## src/rtl/tpm_spi_pkg.sv

```systemverilog
package tpm_spi_pkg;
  localparam int ADDR_W = 24;
  localparam int LEN_W  = 6;

  typedef enum logic [2:0] {
    ST_IDLE, ST_SETUP, ST_HDR, ST_POLL, ST_DATA, ST_FINISH, ST_ABORT
  } xact_state_t;

  // Header byte k of a transaction, k = 0..3
  function automatic logic [7:0] hdr_byte(input logic rd,
                                          input logic [LEN_W-1:0] lm1,
                                          input logic [ADDR_W-1:0] addr,
                                          input logic [1:0] k);
    case (k)
      2'd0:    hdr_byte = {rd, 1'b0, lm1};
      2'd1:    hdr_byte = addr[23:16];
      2'd2:    hdr_byte = addr[15:8];
      default: hdr_byte = addr[7:0];
    endcase
  endfunction
endpackage

```

## src/rtl/spi_byte_engine.sv

```systemverilog
module spi_byte_engine #(
  parameter int DIV_W = 8
) (
  input  logic             clk,
  input  logic             rst_n,
  input  logic [DIV_W-1:0] div,
  input  logic             start,
  input  logic [7:0]       tx_byte,
  input  logic             miso,
  output logic             busy,
  output logic             sclk,
  output logic             mosi,
  output logic             byte_done,
  output logic [7:0]       rx_byte
);
  logic             active;
  logic [DIV_W-1:0] cnt;
  logic [2:0]       bitcnt;
  logic [7:0]       tx_q;
  logic [7:0]       rx_q;
  logic             done_q;
  logic [DIV_W-1:0] div_e;
  logic [DIV_W-1:0] half;
  logic             bit_end;
  logic             rise_evt;

  function automatic logic [DIV_W-1:0] clamp_div(input logic [DIV_W-1:0] d);
    clamp_div = (d == '0) ? DIV_W'(1) : d;
  endfunction

  function automatic logic [DIV_W-1:0] low_len(input logic [DIV_W-1:0] de);
    logic [DIV_W:0] w;
    w = ({1'b0, de} + (DIV_W+1)'(2)) >> 1;
    low_len = w[DIV_W-1:0];
  endfunction

  assign div_e    = clamp_div(div);
  assign half     = low_len(div_e);
  assign bit_end  = active && (cnt == div_e);
  assign rise_evt = active && (cnt == half - DIV_W'(1));

  always_ff @(posedge clk or negedge rst_n) begin
    if (!rst_n) begin
      active <= 1'b0;
      cnt    <= '0;
      bitcnt <= '0;
      tx_q   <= '0;
      rx_q   <= '0;
      done_q <= 1'b0;
    end else begin
      done_q <= 1'b0;
      if (!active) begin
        if (start) begin
          active <= 1'b1;
          cnt    <= '0;
          bitcnt <= '0;
          tx_q   <= tx_byte;
        end
      end else begin
        if (rise_evt) rx_q <= {rx_q[6:0], miso};
        if (bit_end) begin
          cnt <= '0;
          if (bitcnt == 3'd7) begin
            active <= 1'b0;
            done_q <= 1'b1;
          end else begin
            bitcnt <= bitcnt + 3'd1;
            tx_q   <= {tx_q[6:0], 1'b0};
          end
        end else begin
          cnt <= cnt + DIV_W'(1);
        end
      end
    end
  end

  assign busy      = active;
  assign sclk      = active && (cnt >= half);
  assign mosi      = tx_q[7];
  assign byte_done = done_q;
  assign rx_byte   = rx_q;


  start_idle_chk: assert property (@(posedge clk) disable iff (!rst_n)
    start |-> !active);

  done_low_chk: assert property (@(posedge clk) disable iff (!rst_n)
    byte_done |-> !sclk);
endmodule

```

## src/rtl/spi_wait_budget.sv

```systemverilog
module spi_wait_budget #(
  parameter int TMO_W = 8
) (
  input  logic             clk,
  input  logic             rst_n,
  input  logic             clear,
  input  logic             bump,
  input  logic [TMO_W-1:0] limit,
  output logic             exhausted
);
  logic [TMO_W-1:0] used;

  always_ff @(posedge clk or negedge rst_n) begin
    if (!rst_n)     used <= '0;
    else if (clear) used <= '0;
    else if (bump)  used <= used + TMO_W'(1);
  end

  assign exhausted = (used >= limit);


  bump_budget_chk: assert property (@(posedge clk) disable iff (!rst_n)
    bump |-> !exhausted);
endmodule

```

## src/rtl/tpm_spi_xact.sv

```systemverilog
module tpm_spi_xact
  import tpm_spi_pkg::*;
#(
  parameter int DIV_W = 8,
  parameter int TMO_W = 8
) (
  input  logic             clk,
  input  logic             rst_n,
  input  logic [DIV_W-1:0] clk_div,
  input  logic [TMO_W-1:0] wait_limit,
  input  logic             cmd_valid,
  output logic             cmd_ready,
  input  logic             cmd_read,
  input  logic [5:0]       cmd_len_m1,
  input  logic [23:0]      cmd_addr,
  input  logic [7:0]       wr_data,
  input  logic             wr_valid,
  output logic             wr_ready,
  output logic [7:0]       rd_data,
  output logic             rd_valid,
  input  logic             rd_ready,
  output logic             spi_sclk,
  output logic             spi_cs_n,
  output logic             spi_mosi,
  input  logic             spi_miso,
  output logic             done,
  output logic             error
);
  xact_state_t       state;
  logic              cs_n_q;
  logic              armed;
  logic [LEN_W-1:0]  idx;
  logic              lat_rd;
  logic [LEN_W-1:0]  lat_lm1;
  logic [ADDR_W-1:0] lat_addr;
  logic              rd_valid_q;
  logic [7:0]        rd_data_q;
  logic              done_q;
  logic              err_q;

  logic              eng_busy;
  logic              eng_done;
  logic [7:0]        eng_rx;
  logic              can_go;
  logic [7:0]        tx_sel;
  logic              accept;
  logic              decide;
  logic              wait_seen;
  logic              exhausted;
  logic              bump;

  assign accept = (state == ST_IDLE) && cmd_valid;

  always_comb begin
    case (state)
      ST_HDR:  tx_sel = hdr_byte(lat_rd, lat_lm1, lat_addr, idx[1:0]);
      ST_DATA: tx_sel = lat_rd ? 8'h00 : wr_data;
      default: tx_sel = 8'h00;
    endcase
  end

  always_comb begin
    can_go = 1'b0;
    if (armed && !eng_busy) begin
      case (state)
        ST_HDR, ST_POLL: can_go = 1'b1;
        ST_DATA:         can_go = lat_rd ? !rd_valid_q : wr_valid;
        default:         can_go = 1'b0;
      endcase
    end
  end

  // Points where the wait bit of a received byte is inspected
  assign decide    = eng_done && ((state == ST_POLL) ||
                                  (state == ST_HDR && idx[1:0] == 2'd3));
  assign wait_seen = decide && !eng_rx[0];
  assign bump      = wait_seen && !exhausted;

  always_ff @(posedge clk or negedge rst_n) begin
    if (!rst_n) begin
      state      <= ST_IDLE;
      cs_n_q     <= 1'b1;
      armed      <= 1'b0;
      idx        <= '0;
      lat_rd     <= 1'b0;
      lat_lm1    <= '0;
      lat_addr   <= '0;
      rd_valid_q <= 1'b0;
      rd_data_q  <= '0;
      done_q     <= 1'b0;
      err_q      <= 1'b0;
    end else begin
      done_q <= 1'b0;
      err_q  <= 1'b0;
      if (can_go) armed <= 1'b0;
      if (rd_valid_q && rd_ready) rd_valid_q <= 1'b0;
      case (state)
        ST_IDLE: begin
          if (cmd_valid) begin
            lat_rd   <= cmd_read;
            lat_lm1  <= cmd_len_m1;
            lat_addr <= cmd_addr;
            cs_n_q   <= 1'b0;
            state    <= ST_SETUP;
          end
        end
        ST_SETUP: begin
          idx   <= '0;
          armed <= 1'b1;
          state <= ST_HDR;
        end
        ST_HDR: begin
          if (eng_done) begin
            if (idx[1:0] != 2'd3) begin
              idx   <= idx + LEN_W'(1);
              armed <= 1'b1;
            end else if (eng_rx[0]) begin
              idx   <= '0;
              armed <= 1'b1;
              state <= ST_DATA;
            end else if (exhausted) begin
              state <= ST_ABORT;
            end else begin
              armed <= 1'b1;
              state <= ST_POLL;
            end
          end
        end
        ST_POLL: begin
          if (eng_done) begin
            if (eng_rx[0]) begin
              idx   <= '0;
              armed <= 1'b1;
              state <= ST_DATA;
            end else if (exhausted) begin
              state <= ST_ABORT;
            end else begin
              armed <= 1'b1;
            end
          end
        end
        ST_DATA: begin
          if (eng_done) begin
            if (lat_rd) begin
              rd_data_q  <= eng_rx;
              rd_valid_q <= 1'b1;
            end
            if (idx == lat_lm1) begin
              state <= ST_FINISH;
            end else begin
              idx   <= idx + LEN_W'(1);
              armed <= 1'b1;
            end
          end
        end
        ST_FINISH: begin
          if (!rd_valid_q) begin
            cs_n_q <= 1'b1;
            done_q <= 1'b1;
            state  <= ST_IDLE;
          end
        end
        default: begin
          cs_n_q <= 1'b1;
          done_q <= 1'b1;
          err_q  <= 1'b1;
          state  <= ST_IDLE;
        end
      endcase
    end
  end

  spi_byte_engine #(.DIV_W(DIV_W)) u_engine (
    .clk       (clk),
    .rst_n     (rst_n),
    .div       (clk_div),
    .start     (can_go),
    .tx_byte   (tx_sel),
    .miso      (spi_miso),
    .busy      (eng_busy),
    .sclk      (spi_sclk),
    .mosi      (spi_mosi),
    .byte_done (eng_done),
    .rx_byte   (eng_rx)
  );

  spi_wait_budget #(.TMO_W(TMO_W)) u_budget (
    .clk       (clk),
    .rst_n     (rst_n),
    .clear     (accept),
    .bump      (bump),
    .limit     (wait_limit),
    .exhausted (exhausted)
  );

  assign cmd_ready = (state == ST_IDLE);
  assign wr_ready  = (state == ST_DATA) && !lat_rd && armed && !eng_busy;
  assign rd_data   = rd_data_q;
  assign rd_valid  = rd_valid_q;
  assign spi_cs_n  = cs_n_q;
  assign done      = done_q;
  assign error     = err_q;


  cmd_ready_cs_chk: assert property (@(posedge clk) disable iff (!rst_n)
    cmd_ready |-> spi_cs_n);

  sclk_cs_chk: assert property (@(posedge clk) disable iff (!rst_n)
    spi_cs_n |-> !spi_sclk);

  wr_take_chk: assert property (@(posedge clk) disable iff (!rst_n)
    (wr_valid && wr_ready) |-> !spi_cs_n);

  rd_hold_chk: assert property (@(posedge clk) disable iff (!rst_n)
    (rd_valid && !rd_ready) |=> (rd_valid && $stable(rd_data)));

  err_done_chk: assert property (@(posedge clk) disable iff (!rst_n)
    error |-> done);

  done_pulse_chk: assert property (@(posedge clk) disable iff (!rst_n)
    done |=> !done);
endmodule

```

## config.mk

```make
export PLATFORM = sky130hd
export DESIGN_NAME = tpm_spi_xact
export DESIGN_NICKNAME = d
export VERILOG_FILES = /design/src/rtl/tpm_spi_pkg.sv /design/src/rtl/spi_byte_engine.sv /design/src/rtl/spi_wait_budget.sv /design/src/rtl/tpm_spi_xact.sv
export SDC_FILE = /design/constraint.sdc
export NUM_CORES = 1
export LEC_CHECK = 0
export BUFFER_PORTS_ARGS = -buffer_cell sky130_fd_sc_hd__buf_4
export CAP_MARGIN = 20
export CORE_AREA = 2 2 101 103
export CTS_CLUSTER_DIAMETER = 30
export DETAILED_ROUTE_END_ITERATION = 12
export DIE_AREA = 0 0 103 105
export PLACE_DENSITY_LB_ADDON = 0.05
export SLEW_MARGIN = 25
export SYNTH_ARGS = -nofsm -noshare
export SYNTH_HDL_FRONTEND = slang
export SYNTH_SLANG_ARGS = --single-unit
```

## constraint.sdc

```tcl
create_clock -name clk -period 7.25 [get_ports clk]
set_clock_uncertainty 0.1 [all_clocks]
set_input_delay 0.725 -clock clk [delete_from_list [all_inputs] [get_ports clk]]
set_output_delay 0.725 -clock clk [all_outputs]
set_load 0.005 [all_outputs]
```

-- Word level (Yosys, flattened, before mapping)
Index checks and enable logic that the tools add are counted.
Widths: inputs -> output; s select.
- $add $sub $neg: 6
- magnitude comparators: 2
- equal/unequal tests: 24
- multiplexer cells: 65
- bitwise gates (word level): 1
- reduce and logical (&&, ||, !) cells: 36
- operators with widths (kind ; number):
    $mux 8 ; 11
    $mux 3 ; 15
    $mux 6 ; 6
    $mux 1 ; 25
    $pmux 6 s4 ; 1
    $pmux 8 s3 ; 1
    $pmux 3 s6 ; 1
    $add 8x1->8 const B ; 2
    $eq 8x8->1 ; 2
    $ge 8x8->1 ; 2
    $ne 2x2->1 const B ; 8
    $pmux 8 s2 ; 1
    $logic_and 1x1->1 ; 13
    $add 8x2->9 const B ; 1
    $eq 3x3->1 const B ; 3
    $reduce_and 3->1 ; 3
    $logic_not 8->1 ; 1
    $reduce_and 8->1 ; 1
    $sub 8x1->8 const B ; 1
    $add 6x1->6 const B ; 1
    $eq 3x2->1 const B ; 2
    $eq 6x6->1 ; 1
    $ne 2x1->1 const B ; 3
    $reduce_or 6->1 ; 1
    other kinds (20) ; 28
- register bits after elaboration: 90
- bits of input ports: 61
- output and inout bits: 16
- word-level logic and storage cells: 152

-- Longest topological paths before layout
Gate-level depths: netlist of run 1.
- word-level depth: 10
- depth in mapped cells: 11
- gate-level depth less buffers: 9

-- By module
Synthesis of run 1 repeated with hierarchy kept, for this count alone.
- cell total of the unflattened synthesis: 488
- area total of the unflattened synthesis: 5278.8 sq um
- modules (own cells, without submodules) (module ; instances ; cells each ; area an instance (sq um) ; seq. area each (sq um)):
    tpm_spi_xact ; 1 ; 230 ; 2765.2 ; 1327.5
    spi_byte_engine ; 1 ; 198 ; 1930.6 ; 725.7
    spi_wait_budget ; 1 ; 60 ; 583.1 ; 200.2

-- Worst setup path after synthesis of run 1
OpenSTA, ideal clock, no wires.
- path kind: input to output
- start: input clk_div[1]
- end: output spi_sclk
- data arrival time: 2.455 ns
- required time: 6.425 ns
- path slack: 3.970 ns
- stages on the path: 10
- buffers on the path: 3
- cell sequence: buf_4 > clkbuf_1 > ha_1 > and3_1 > buf_2 > xnor2_1 > ha_1 > a21oi_1 > maj3_1 > o22ai_1
- word-level cells in the longest chain between the ends: 5
- ends and longest elaborated chain (item ; RTL line ; source):
    start: declaration ; tpm_spi_xact.sv:9 ; input logic [DIV_W-1:0] clk_div,
    $logic_not 8->1 ; spi_byte_engine.sv:28 ; clamp_div = (d == '0) ? DIV_W'(1) : d;
    $mux 8 (*) ; spi_byte_engine.sv:28 ;
    $add 8x2->9 (*) ; spi_byte_engine.sv:33 ; w = ({1'b0, de} + (DIV_W+1)'(2)) >> 1;
    $ge 8x8->1 (*) ; spi_byte_engine.sv:78 ; assign sclk = active && (cnt >= half);
    $logic_and 1x1->1 (*) ; spi_byte_engine.sv:78 ;
    end: declaration ; tpm_spi_xact.sv:22 ; output logic spi_sclk,
Mark *: on every way between the ends. The rest lies on a longest branch, timed or not.

-- Worst setup path after layout of run 1
Same ends and word-level chain as after synthesis.

==> impl_metrics.csv, run 1 <==
group,metric,value,unit
finish,finish.instance_area,6020,sq um
logic_synthesis,synth_top_flop_cell,"dfrtp_1",
setup_path,crit_fanout,12,
finish,final_nets,710,
logic_synthesis,synth_simple_gate_area_share,19.2,%
logic_synthesis,ys_async_sr_fraction,100,%
clocking,clkTransAtPathRegs,100,ps
timing,setup_total_negative_slack,0,ps
global_route,antenna_found_initial,0,
routing,dr_total_vias,4160,
routing,ant_nets,0,
run,cap_violations,0,
logic_synthesis,proportion_of_synthesized_chip_area_in_sequential_cells,43.4,%
clocking,clk_latency,370,ps
floorplan,floorplan.die.width,103,um
logic_synthesis,number_of_enable_flip_flop_cells_after_synthesis,0,
power,power.share.clock,31.1,%
setup_path,worst-path-buf-inv,2,
setup_path,path_cells,"buf_4 > ha_1 > and3_1 > xnor2_1 > ha_1 > a21oi_1 > maj3_1 > o22ai_1 > buf_4",
logic_synthesis,ys_seq_elements,90,
setup_path,timing.critical_path.slowest_cell_delay,350,ps
routing,avgRoutedWirePerCell,14.9,um
setup_path,cp.arrival,2520,ps
logic_synthesis,synth_top_family_by_area,"simple AND/OR/NAND/NOR gates",
timing,final_hold_violating_endpoints,0,
finish,antenna-diode-count,0,
setup_path,end_kind,"primary output",
routing,drt_iter0_markers,191,
floorplan,initial_core_util,53.9,%
setup_path,crit_required,6420,ps
timing,rsz0062_at_grt,"false",
global_route,grt_start_max_net_pins,63,
clocking,root_buffer,"clkbuf_8",
clocking,clock_tree.buffer_depth,2,
floorplan,fp.dieH,105,um
clocking,cts-hold-fix-buffers,0,
finish,drive_above_1_share,20.0,%
placed_design,dp_area,5810,sq um
logic_synthesis,synth_xor_area_share,6.10,%
logic_synthesis,unique_cell_type_count_in_the_yosys_netlist,57,
clocking,cts_tree,"built",
power,power-per-cell-area,194,nW/um^2
finish,layout.cells.most_common,"nand2_1",
power,p_comb_share,19.5,%
floorplan,fp.dieArea,10800,sq um
logic_synthesis,netlist.top_cell.by_area,"dfrtp_1",
floorplan,floorplan.rows,36,
logic_synthesis,mappedNetlistNets,650,
routing,detail_route.drc_violations,0,
placed_design,gpl.final_weighted_congestion,0.844,
global_route,overflow,0,
timing,setup_viol_count_final,0,
power,netSwitchingPower,0.000347,W
global_route,grt_first_pass_wirelength,19400,um
clocking,post-cts-setup-buffers,0,
timing,min_period_over_period,46.2,%
setup_path,timing_worst_setup_path_type,"in -> out",
logic_synthesis,post_synth_main_area_contributors,"dfrtp_1 43%, nand2_1 8.6%, ha_1 6.0%, mux2_2 5.2%, o21ai_0 3.5%",
logic_synthesis,postSynthCellCount,564,
power,pwr-share-seq,49.4,%
timing,drv_slew,0,
outcome,status,"completed",
logic_synthesis,syn_area,5190,sq um
routing,via_per_inst,5.46,
finish,areaGrowthSynthToFinish,15.9,%
placed_design,detailed_place_hpwl,8230,um
timing,minimum_clock_period_after_layout,3350,ps
power,switching_share,29.8,%
placed_design,portBuffers,76,
global_route,via_count_of_the_first_global_routing_pass,4065,
timing,max_slew.worst_pin.slew,898,ps
finish,mostFrequentLayoutCells,"118 x nand2_1, 89 x dfrtp_1, 78 x buf_4, 39 x nor2_1, 35 x o21ai_0",
logic_synthesis,synth.yosys.warnings,0,
timing,max_slew_margin,39.7,%
floorplan,design.core.area,9640,sq um
clocking,tritoncts.num_buffers,9,
clocking,tritoncts_num_sinks,90,
worst_hold_path,timing.hold.worst.class,"in -> async",
finish,final_core_util,62.4,%
logic_synthesis,synth.area.mux_share,6.39,%
clocking,htree_num_levels,3,
routing,drt-total-wl,11300,um
global_route,gr-usage-all-layers,22.5,%
logic_synthesis,synth_compound_area_share,14.1,%
setup_path,timing.critical_path.from_type,"input pin",
timing,fmaxAchievable,299,MHz
logic_synthesis,synth-adder-area-share,6.22,%
setup_path,timing.critical_path.slowest_stage_cell,"maj3_1",
routing,pre_antenna_drt_iters,5,
setup_path,cpLargestDelayFamily,"adder cells",
clocking,cts_repair_resize_count,0,
logic_synthesis,netlist.area_leader.share,42.9,%
power,vdd.ir_drop.worst,0.0973,mV
floorplan,ios,77,
power,leakage_power_figure,3.01,nW
logic_synthesis,average_cell_area_after_synthesis,9.20,sq um
power,power_report.internal_total,0.000819,W
-- per-layer routing --
metal | share of wire (%) | vias up | GRT usage (%)
met5 | 0 | - | 0
met4 | 1.4 | 0 | 5.08
met3 | 5.6 | 13 | 4.62
met2 | 46 | 124 | 34.3
met1 | 47 | 1942 | 33.0
li1 | - | 2081 | -
-- path summary, 6_finish.rpt --
kind | from | end | slack, ps | cells after the start
max | clk_div[1] | spi_sclk | 3900 | 9
min | rst_n | u_budget.used[6] | 160 | 1
max reg2reg | u_budget.used[0] | u_budget.used[7] | 4320 | 9
min reg2reg | lat_addr[5] | lat_addr[5] | 390 | 2
max in group asynchronous | rst_n | rd_data[1] | 5800 | 2
min in group clk | lat_addr[5] | lat_addr[5] | 390 | 2
-- stage by stage --
stage | hold slack (ps) | setup WS, ps | total power, W | cells
2_1_floorplan | 329 | 3970 | 0.000734 | 564
3_3_place_gp | 358 | 3940 | 0.000804 | 746
3_5_place_dp | 364 | 3900 | 0.000814 | 746
4_1_cts | 169 | 3900 | 0.00118 | 762
5_1_grt | 181 | 3780 | 0.00123 | 762
6_report | 163 | 3900 | 0.00117 | 762
-- flip-flops by register name, indices dropped and copies added, names as in the netlist --
| name | count |
|---|---|
| lat_addr | 24 |
| rd_data | 8 |
| u_budget.used | 8 |
| u_engine.cnt | 8 |
| u_engine.rx_byte | 8 |
| u_engine.tx_q | 8 |
| idx | 6 |
| lat_lm1 | 6 |
| state | 3 |
| u_engine.bitcnt | 3 |
| armed | 1 |
| done | 1 |
| error | 1 |
| lat_rd | 1 |
| rd_valid | 1 |
| spi_cs_n | 1 |
| u_engine.busy | 1 |
| u_engine.byte_done | 1 |
-- final cells by class --
class,instances,area [sq um]
fillers,905,3620
multi-input cells,419,2710
flip-flops and latches,90,2250
repair buffers,78,586
well taps,133,166
clock buffers,9,124
inverters,26,97.6
clock inverters,7,83.8
-- synth_stat cells (2+ instances only) --
cell and count:
nand2_1 119, dfrtp_1 89, nor2_1 39, o21ai_0 36
inv_1 26, ha_1 25, mux2_2 24, clkbuf_1 16
xnor2_1 16, xor2_1 15, a21oi_1 13, nor3_1 11
nand2b_1 10, a21o_1 8, a221oi_1 8, nand4_1 8
a222oi_1 7, and3_1 7, nand3_1 7, buf_4 6
o22ai_1 6, a31oi_1 5, and2_1 5, mux2i_1 5
nor2b_1 5, o31ai_1 4, buf_1 3, buf_2 3
a211o_1 2, a211oi_1 2, a22oi_1 2, nor4_1 2
o211ai_1 2, or2_2 2, or3_1 2, or4_1 2
xnor3_1 2
-- cell families (layout without fill, tap and decap cells) --
group	count (synthesis)	count (layout)
adder cells (fa/ha/maj)	26	26
XOR/XNOR	33	33
AND/OR/NAND/NOR	224	224
AO/OA/AOI/OAI	106	106
flip-flops	90	90
buffers and inverters	55	120
multiplexers	30	30
-- power groups by stage --
stage / Clock, W / Combinational [W] / Sequential (W)
floorplan: 0 / 0.000165 / 0.000569
global placement: 0 / 0.000218 / 0.000586
finish: 0.000363 / 0.000227 / 0.000577
detailed placement: 0 / 0.000227 / 0.000588
CTS: 0.000370 / 0.000229 / 0.000577
global route: 0.000390 / 0.000260 / 0.000582
Note: power is estimated with default switching activity, not from simulation.
==> inputs of run 2 (changes only) <==
--- a/config.mk
+++ b/config.mk
@@ -7,10 +7,10 @@
 export LEC_CHECK = 0
 export BUFFER_PORTS_ARGS = -buffer_cell sky130_fd_sc_hd__buf_4
 export CAP_MARGIN = 20
-export CORE_AREA = 2 2 101 103
+export CORE_AREA = 2 2 103 105
 export CTS_CLUSTER_DIAMETER = 30
 export DETAILED_ROUTE_END_ITERATION = 12
-export DIE_AREA = 0 0 103 105
+export DIE_AREA = 0 0 105 107
 export PLACE_DENSITY_LB_ADDON = 0.05
 export SLEW_MARGIN = 25
 export SYNTH_ARGS = -nofsm -noshare
==> constraint.sdc (replaced) <==
create_clock -name clk -period 2.9 [get_ports clk]
set_clock_uncertainty 0.1 [all_clocks]
set_input_delay 0.29 -clock clk [delete_from_list [all_inputs] [get_ports clk]]
set_output_delay 0.29 -clock clk [all_outputs]
set_load 0.005 [all_outputs]
==> impl_metrics.csv, run 2 (synthesis results as in run 1) <==
group,metric,value,unit
finish,antenna-diode-count,0,
run,cap_violations,0,
power,power-per-cell-area,470,nW/um^2
finish,mostFrequentLayoutCells,"119 x nand2_1, 88 x dfrtp_1, 84 x buf_4, 39 x nor2_1, 36 x o21ai_0",
setup_path,timing.critical_path.from_type,"flop",
routing,detail_route.drc_violations,0,
timing,final_hold_violating_endpoints,0,
finish,layout.cells.most_common,"nand2_1",
worst_hold_path,timing.hold.worst.start,"rd_ready",
power,vdd.ir_drop.worst,0.357,mV
setup_path,r2r-start,"u_budget.used[0]",
finish,drive_above_1_share,20.5,%
setup_path,r2r_cells,9,
clocking,tritoncts.num_buffers,9,
clocking,root_buffer,"clkbuf_8",
setup_path,crit_required,2510,ps
timing,setup_total_negative_slack,0,ps
timing,max_slew.worst_pin.slew,982,ps
timing,max_slew_margin,34.0,%
floorplan,floorplan.rows,37,
clocking,clkTransAtPathRegs,100,ps
global_route,overflow,0,
timing,min_period_over_period,95.3,%
timing,rsz0062_at_grt,"false",
setup_path,r2r_setup_slack,200,ps
worst_hold_path,hold-path-cell-count,2,
power,post-layout-total-power,0.00293,W
routing,route.layer.met1.wl,5590,um
floorplan,fp.dieH,107,um
setup_path,crit_fanout,6,
routing,met2_wire_len,5170,um
routing,drt-total-wl,11300,um
finish,final_nets,731,
clocking,clk_latency,360,ps
floorplan,initial_core_util,51.4,%
setup_path,r2r_end,"state[0]",
placed_design,detailed_place_hpwl,8280,um
global_route,grt_start_max_net_pins,54,
routing,via_per_inst,5.36,
timing,minimum_clock_period_after_layout,2760,ps
floorplan,ios,77,
routing,highest-signal-layer,"met4",
routing,drt_iter0_markers,315,
routing,dr_total_vias,4213,
floorplan,floorplan.die.width,105,um
placed_design,gpl.final_weighted_congestion,0.837,
clocking,clock_tree.buffer_depth,2,
finish,largest_register_ffs,24,
timing,fmaxAchievable,362,MHz
global_route,antenna_found_initial,0,
routing,wl_met3,447,um
floorplan,fp.dieArea,11200,sq um
routing,ant_nets,0,
timing,drv_slew,0,
routing,pre_antenna_drt_iters,5,
setup_path,cp.arrival,2370,ps
routing,avgRoutedWirePerCell,14.4,um
clocking,tritoncts_num_sinks,90,
clocking,htree_num_levels,3,
floorplan,design.core.area,10100,sq um
setup_path,timing_worst_setup_path_type,"reg -> out",
finish,areaGrowthSynthToFinish,20.0,%
worst_hold_path,min_delay_worst_endpoint,"rd_valid",
clocking,cts_tree,"built",
power,leakage_power_figure,3.11,nW
finish,registers.top_by_ff_count,"lat_addr",
global_route,grt_first_pass_wirelength,19700,um
worst_hold_path,timing.hold.worst.class,"in -> reg",
placed_design,portBuffers,76,
global_route,via_count_of_the_first_global_routing_pass,4111,
timing,setup_viol_count_final,0,
global_route,gr-usage-all-layers,21.4,%
outcome,status,"completed",
clocking,post-cts-setup-buffers,0,
setup_path,end_kind,"primary output",
[run 2: worst max-delay path, cell delays in order (launching register included)]
cell and delay [ps]:
dfrtp_2 430, inv_1 60, ha_1 300, nand2b_1 150, a21o_1 180, a21o_1 170, a21o_1 170, a21oi_1 140
maj3_1 200, o22ai_1 80, buf_4 140
[run 2: metal layers]
layer	GRT usage [%]	vias to the layer above
met5	0	-
met4	5.43	0
met3	4.07	14
met2	32.8	89
met1	31.5	1989
li1	-	2121
[run 2: per-stage QoR]
stage / cell area (sq um) / util, % / setup slack, ps / hold WS (ps) / cells
finish: 6230 / 61.7 / 135 / 13.1 / 786
CTS: 6200 / 61.4 / 76.9 / 0.397 / 783
global placement: 5880 / 58.2 / 213 / 191 / 756
floorplan: 5190 / - / 238 / -106 / 564
detailed placement: 5880 / 58.2 / 84.7 / 199 / 756
global route: 6230 / 61.7 / 0.232 / 1.27 / 786
[run 2: repair_timing]
action	in CTS	in global routing
hold endpoints to repair	47	3
setup endpoints to repair	0	1
resized for setup	0	1
hold buffers	11	3
[run 2: layout make-up]
cell class	count	area, sq um
fill	908	3860
sequential	90	2250
multi-input combinational	419	2700
tap	136	170
clock inverter	6	72.6
timing repair buffer	99	791
clock buffer	10	138
inverter	26	97.6
[run 2: report_power, final]
part	switching (W)	internal [W]	leakage [nW]
Combinational	0.000261	0.000323	1.82
Clock	0.000473	0.000431	0.103
Sequential	0.000116	0.00133	1.19
Total	0.000849	0.00208	3.11
[run 2: worst max-delay path by stage]
stage,end,cells after the start,slack (ps),from
after global routing,state[0],9,0.2,u_budget.used[0]
after global placement,u_engine.rx_byte[7],9,210,clk_div[2]
final,spi_sclk,10,140,u_engine.cnt[0]
after floorplan,u_budget.used[7],9,240,u_budget.used[0]
after detailed placement,u_engine.rx_byte[5],9,80,clk_div[1]
after CTS,spi_sclk,10,80,u_engine.cnt[0]
